--- src/rtl/tef_pkg.sv ---
package tef_pkg;
  localparam int FLAG_W = 8;
  localparam int NCMP   = 4;

  localparam int B_T0_OVF  = 0;
  localparam int B_T0_CMPA = 1;
  localparam int B_T0_CMPB = 2;
  localparam int B_T1_OVF  = 3;
  localparam int B_T1_CMPA = 4;
  localparam int B_T1_CMPB = 5;
  localparam int B_RSVD    = 6;
  localparam int B_T1_CAP  = 7;

  // compare lanes inside the delay unit
  localparam int L_T0A = 0;
  localparam int L_T0B = 1;
  localparam int L_T1A = 2;
  localparam int L_T1B = 3;

  localparam logic [FLAG_W-1:0] KEEP_MASK = ~(FLAG_W'(1) << B_RSVD);

  typedef enum logic {CAP_FROM_PIN = 1'b0, CAP_FROM_TOP = 1'b1} cap_src_e;
endpackage

--- src/rtl/tef_cmp_delay.sv ---
module tef_cmp_delay #(
  parameter int N = 4
) (
  input  logic         clk,
  input  logic         rst,
  input  logic         tick,
  input  logic [N-1:0] hit,
  input  logic [N-1:0] frc,
  output logic [N-1:0] fire
);
  for (genvar k = 0; k < N; k++) begin : g_lane
    logic pend_q;
    // a non-forced hit is armed on its tick and released on the next tick
    always_ff @(posedge clk) begin
      if (rst)       pend_q <= 1'b0;
      else if (tick) pend_q <= hit[k] & ~frc[k];
    end
    assign fire[k] = tick & pend_q;
  end
endmodule

--- src/rtl/tef_flag_bank.sv ---
module tef_flag_bank #(
  parameter int             W    = 8,
  parameter logic [W-1:0]   KEEP = '1
) (
  input  logic         clk,
  input  logic         rst,
  input  logic [W-1:0] set,
  input  logic [W-1:0] clr,
  output logic [W-1:0] flags_q,
  output logic [W-1:0] flags_d
);
  // set has priority over clear; unkept bits stay zero
  assign flags_d = (set | (flags_q & ~clr)) & KEEP;

  always_ff @(posedge clk) begin
    if (rst) flags_q <= '0;
    else     flags_q <= flags_d;
  end
endmodule

--- src/rtl/tef_irq_gate.sv ---
module tef_irq_gate #(
  parameter int W = 8
) (
  input  logic         clk,
  input  logic         rst,
  input  logic [W-1:0] flags_d,
  input  logic [W-1:0] en,
  input  logic         gie,
  output logic [W-1:0] irq_q
);
  always_ff @(posedge clk) begin
    if (rst) irq_q <= '0;
    else     irq_q <= flags_d & en & {W{gie}};
  end
endmodule

--- src/rtl/tef_flags.sv ---
module tef_flags
  import tef_pkg::*;
(
  input  logic              clk,
  input  logic              rst,
  input  logic              tick,
  input  logic              gie,
  input  logic [FLAG_W-1:0] irq_en,
  input  logic              c0_ovf_ev,
  input  logic              c0_hit_a,
  input  logic              c0_hit_b,
  input  logic              c0_frc_a,
  input  logic              c0_frc_b,
  input  logic              c1_ovf_ev,
  input  logic              c1_hit_a,
  input  logic              c1_hit_b,
  input  logic              c1_frc_a,
  input  logic              c1_frc_b,
  input  logic              cap_pin_ev,
  input  logic              c1_top_ev,
  input  logic              cap_top_sel,
  input  logic              wr_en,
  input  logic [FLAG_W-1:0] wr_data,
  input  logic [FLAG_W-1:0] ack,
  output logic [FLAG_W-1:0] rd_data,
  output logic [FLAG_W-1:0] irq
);
  logic [NCMP-1:0]   hit_v, frc_v, fire_v;
  logic [FLAG_W-1:0] set_v, clr_v, flags_q, flags_d;
  logic              cap_ev;
  cap_src_e          cap_src;

  assign hit_v[L_T0A] = c0_hit_a;
  assign hit_v[L_T0B] = c0_hit_b;
  assign hit_v[L_T1A] = c1_hit_a;
  assign hit_v[L_T1B] = c1_hit_b;
  assign frc_v[L_T0A] = c0_frc_a;
  assign frc_v[L_T0B] = c0_frc_b;
  assign frc_v[L_T1A] = c1_frc_a;
  assign frc_v[L_T1B] = c1_frc_b;

  tef_cmp_delay #(.N(NCMP)) u_cmp (
    .clk (clk),
    .rst (rst),
    .tick(tick),
    .hit (hit_v),
    .frc (frc_v),
    .fire(fire_v)
  );

  assign cap_src = cap_src_e'(cap_top_sel);
  always_comb begin
    case (cap_src)
      CAP_FROM_TOP: cap_ev = c1_top_ev;
      default:      cap_ev = cap_pin_ev;
    endcase
  end

  always_comb begin
    set_v            = '0;
    set_v[B_T0_OVF]  = tick & c0_ovf_ev;
    set_v[B_T0_CMPA] = fire_v[L_T0A];
    set_v[B_T0_CMPB] = fire_v[L_T0B];
    set_v[B_T1_OVF]  = tick & c1_ovf_ev;
    set_v[B_T1_CMPA] = fire_v[L_T1A];
    set_v[B_T1_CMPB] = fire_v[L_T1B];
    set_v[B_T1_CAP]  = tick & cap_ev;
  end

  assign clr_v = (wr_data & {FLAG_W{wr_en}}) | ack;

  tef_flag_bank #(.W(FLAG_W), .KEEP(KEEP_MASK)) u_bank (
    .clk    (clk),
    .rst    (rst),
    .set    (set_v),
    .clr    (clr_v),
    .flags_q(flags_q),
    .flags_d(flags_d)
  );

  tef_irq_gate #(.W(FLAG_W)) u_gate (
    .clk    (clk),
    .rst    (rst),
    .flags_d(flags_d),
    .en     (irq_en),
    .gie    (gie),
    .irq_q  (irq)
  );

  assign rd_data = flags_q;
endmodule

--- config.mk ---
export PLATFORM = sky130hd
export DESIGN_NAME = tef_flags
export DESIGN_NICKNAME = d
export VERILOG_FILES = /design/src/rtl/tef_pkg.sv /design/src/rtl/tef_cmp_delay.sv /design/src/rtl/tef_flag_bank.sv /design/src/rtl/tef_irq_gate.sv /design/src/rtl/tef_flags.sv
export SDC_FILE = /design/constraint.sdc
export NUM_CORES = 1
export LEC_CHECK = 0
export BUFFER_PORTS_ARGS = -buffer_cell sky130_fd_sc_hd__buf_2
export CORE_MARGIN = 2
export CORE_UTILIZATION = 38
export CTS_BUF_LIST = sky130_fd_sc_hd__clkbuf_4 sky130_fd_sc_hd__clkbuf_8
export DETAILED_ROUTE_END_ITERATION = 10
export GPL_TIMING_DRIVEN = 1
export PLACE_DENSITY = 0.79
export SYNTH_ARGS = -nofsm -noshare
export SYNTH_HDL_FRONTEND = slang
export SYNTH_SLANG_ARGS = --single-unit
--- constraint.sdc ---
create_clock -name clk -period 1.27 [get_ports clk]
set_clock_uncertainty 0.15 [all_clocks]
set_input_delay 0.1905 -clock clk [delete_from_list [all_inputs] [get_ports clk]]
set_output_delay 0.1905 -clock clk [all_outputs]
set_load 0.05 [all_outputs]
## Yosys cells after proc, flatten, opt, wreduce, memory -nomap -nowiden

Index checks and enable logic that the tools add are counted.

- Bits in registers: 20
- Bits in latches: 0
- Memory bits (writable): 0
- ROM bits: 0
- Logic and storage cells: 30
- Memories: 0

- Add/sub/neg operators: 0
- Multiply operators: 0
- Div/mod/pow operators: 0
- Order comparisons: 0
- Equal/unequal tests: 0
- Shifts and indexed selects: 0
- Mux-type cells: 1
- Bitwise operators: 22
- Reduce and logical (&&, ||, !) cells: 0

Operators by type and width:

| kind | count |
|---|---|
| 8-bit bitwise AND | 4 |
| 8-bit bitwise OR | 2 |
| 1-bit bitwise AND | 11 |
| 8-bit NOT | 1 |
| 1-bit NOT | 4 |
| 1-bit two-way mux | 1 |

## Longest topological paths before layout

- Depth in word-level cells: 7
- Gate-level depth with buffers: 3
- Gate-level depth less buffers: 3

## Modules after synthesis

A second synthesis with hierarchy kept.

- Cell total of the unflattened synthesis: 89
- Area, all modules: 878.3 um2

Modules (own cells, without submodules):

| module | times used | cells an instance | area an instance (um2) |
|---|---|---|---|
| tef_flag_bank | 1 | 38 | 342.8 |
| tef_irq_gate | 1 | 16 | 240.2 |
| tef_cmp_delay | 1 | 21 | 191.4 |
| tef_flags | 1 | 14 | 103.8 |

## Worst setup path after synthesis

Ideal clock, no wire load.

- Kind: register to register
- Start point: register u_bank.flags_q[1]
- End point: register u_gate.irq_q[1]
- Data arrival time: 989 ps
- Data required time: 1060 ps
- Path slack: 70 ps
- Stages on the path, launching flop included: 3
- Path buffers: 0
- Period minus slack after synthesis: 1200 ps
- Cells stage by stage: dfxtp_1 -> a32o_1 -> and3_1

- Longest elaborated chain between the ends: 4

RTL lines:

| what | RTL line | source |
|---|---|---|
| from (decl) | tef_flag_bank.sv:9 | `output logic [W-1:0] flags_q,` |
| from (signal assigned) | tef_flag_bank.sv:17 | `else flags_q <= flags_d;` |
| 8-bit bitwise AND | tef_flag_bank.sv:13 | `assign flags_d = (set \| (flags_q & ~clr)) & KEEP;` |
| 8-bit bitwise OR | tef_flag_bank.sv:13 |  |
| 8-bit bitwise AND (2 in series) | tef_irq_gate.sv:13 | `else irq_q <= flags_d & en & {W{gie}};` |
| to (signal assigned) | tef_irq_gate.sv:13 |  |
| to (decl) | tef_irq_gate.sv:9 | `output logic [W-1:0] irq_q` |

No other way between the ends.
A chain may end at the register's enable or synchronous reset.

## Worst setup path in the final report

- Start point: register u_gate.irq_q[4]
- End point: output port irq[4]

RTL lines:

| what | RTL line | source |
|---|---|---|
| to (decl) | tef_flags.sv:26 | `output logic [FLAG_W-1:0] irq` |

No word-level cell between the ends.

==> metrics <==
Setup crit end kind output port; Die ar. 0.00216 mm^2; Layout Nets 187; I/O Buffers 52; final core occ 69.0%; diode count 0; top-area cell type share of the netlist area 52.6%; hold depth 4; placed inst area 965 um^2; Clock Tree Buf Depth 2; DR vias 786; clock transition at the registers of the reported paths 0.10 ns; Post-Syn Area 686 um^2; Fin. Hold Viols 0; Final WS setup 0.0475 ns; chip width 46.5 um; final wirelength 2020 um; Post-synth EDFFs 0; Placed Cells 149; vias in the first global route 785; TritonCTS clock tree done; via/cell ratio 4.65; synthesis-to-finish area growth 71.9%; unrepaired setup endpoints after global routing false; gpl congestion 0.644; critical path class reg2out; most frequent cell after synthesis dfxtp_1; routed length per instance 12.0 um; drt pass-1 iters 4; core area 0.00171 mm^2; Synth Warn # 0; dpl ws 0.130 ns; period utilization 96.3%; Static Leakage 0.605 nW; fin area 0.00118 mm^2; initial antenna violation count 0; Root Driver clkbuf_4; ys flop type dfxtp_1; register area share after synthesis 52.6%; max capacitance violation total 0; minimum clock period 1.22 ns; H-tree levels 1; global-route usage over all layers 20.9%; largest area contributor in the netlist dfxtp_1; CP Cell Sequence buf_2; total power 1.15 mW; total congestion overflow 0; Sink Count 18; CP peak stage delay 0.33 ns; Commonest cells post-synth dfxtp_1, nand2_1, inv_1, nor2b_1; status finished clean; IO Count 58; crit path DAT 0.88 ns; Hold/Removal Path Class in2reg; latest clock arrival within the worst-skew pair 0.29 ns; CP bufs+invs 1; largest net degree at the start of global routing 16; Critical Path Stages 1; Top Family by Delay on Critical Path flip-flops; Final Setup Violations 0; Die Height 46.5 um; FF+latch count, synth 18; TNS Setup 0 ns; peak supply drop 970 uV; Fmax 0.818 GHz; worst-path fanout max 1; DR iter-0 viols 5; CP required 0.93 ns; first-pass GRT wire length 3120 um; largest cells by area after synthesis dfxtp_1, a32o_1, nor2b_1; fin cells 169; ys async rst share 0%; Final Slew Violations 0; Avg Cell Area, Syn 9.27 um^2; Post-route DRC 0; Synth Instances 74; post-CTS setup buffer count 0; CTS Buf Count 3; Worst Setup Start Kind flip-flop; antenna viol nets, final 0; final hold slack 0.0890 ns; Unique masters post-synth 16; layout cells sized above 1 39.6%; Pwr Density 978 mW/mm^2; post-DP HPWL 1320 um; CP max-delay cell dfxtp_1; fill count 148; Initial Util 40.1%; FP Rows 15; worst r2r path cells 2
-- layout make-up --
class | count | area, um^2 | area share, %
well taps | 25 | 31.3 | 2.65
repair buffers | 69 | 445 | 37.8
inverters | 7 | 26.3 | 2.23
flip-flops and latches | 18 | 360 | 30.6
clock buffers | 4 | 36.3 | 3.08
multi-input cells | 46 | 279 | 23.7
-- flip-flops by register name (all words and copies together), names as in the netlist --
signal and flops:
u_bank.flags_q 7, u_gate.irq_q 7, u_cmp.g_lane.pend_q 4
-- power breakdown --
part	switching, mW	total, mW	internal (mW)
Clock	0.171	0.346	0.175
Sequential	0.00701	0.586	0.579
Combinational	0.111	0.220	0.109
Total	0.289	1.15	0.863
-- timing repair --
item / CTS / global route
setup endpoints to repair: 0 / 7
resized for setup: 0 / 7
endpoints found under the hold margin: 12 / 0
hold buffers: 16 / 0
-- routing by layer --
| metal | routed length, um | GRT usage, % | vias to the layer above |
|---|---|---|---|
| met5 | 0 | 0 | - |
| li1 | - | - | 385 |
| met3 | 129 | 5.10 | 9 |
| met1 | 687 | 20.1 | 356 |
| met2 | 1160 | 41.9 | 36 |
| met4 | 42 | 6.29 | 0 |
-- placed cells by master, fill, tap and decap left out, types with 2 or more instances in the layout --
cell / synthesis / final
buf_2: 1 / 45
dlygate4sd3_1: 0 / 16
inv_1: 7 / 7
a32oi_1: 2 / 2
a21oi_1: 4 / 4
nand3b_1: 4 / 4
clkbuf_4: 0 / 10
nand2b_1: 4 / 4
nor2_1: 4 / 4
and3_1: 5 / 5
nand2_1: 9 / 9
dfxtp_1: 18 / 18
nor2b_1: 6 / 6
a32o_1: 5 / 5
conb_1: 1 / 2
-- logic make-up after synthesis --
logic type             after synthesis  synth area share [%]
buffers and inverters               11                  7.30
other                                1                 0.547
multiplexers                         1                  1.64
flip-flops                          18                  52.6
AO/OA/AOI/OAI                       11                  12.8
AND/OR/NAND/NOR                     32                  25.2
-- worst paths after layout --
kind	start	endpoint	slack (ns)
max	u_gate.irq_q[4]	irq[4]	0.05
max reg2reg	u_bank.flags_q[3]	u_gate.irq_q[3]	0.28
min reg2reg	u_cmp.g_lane[0].pend_q	u_cmp.g_lane[0].pend_q	0.33
min	rst	u_gate.irq_q[0]	0.09
(Power assumes the default switching activity.)
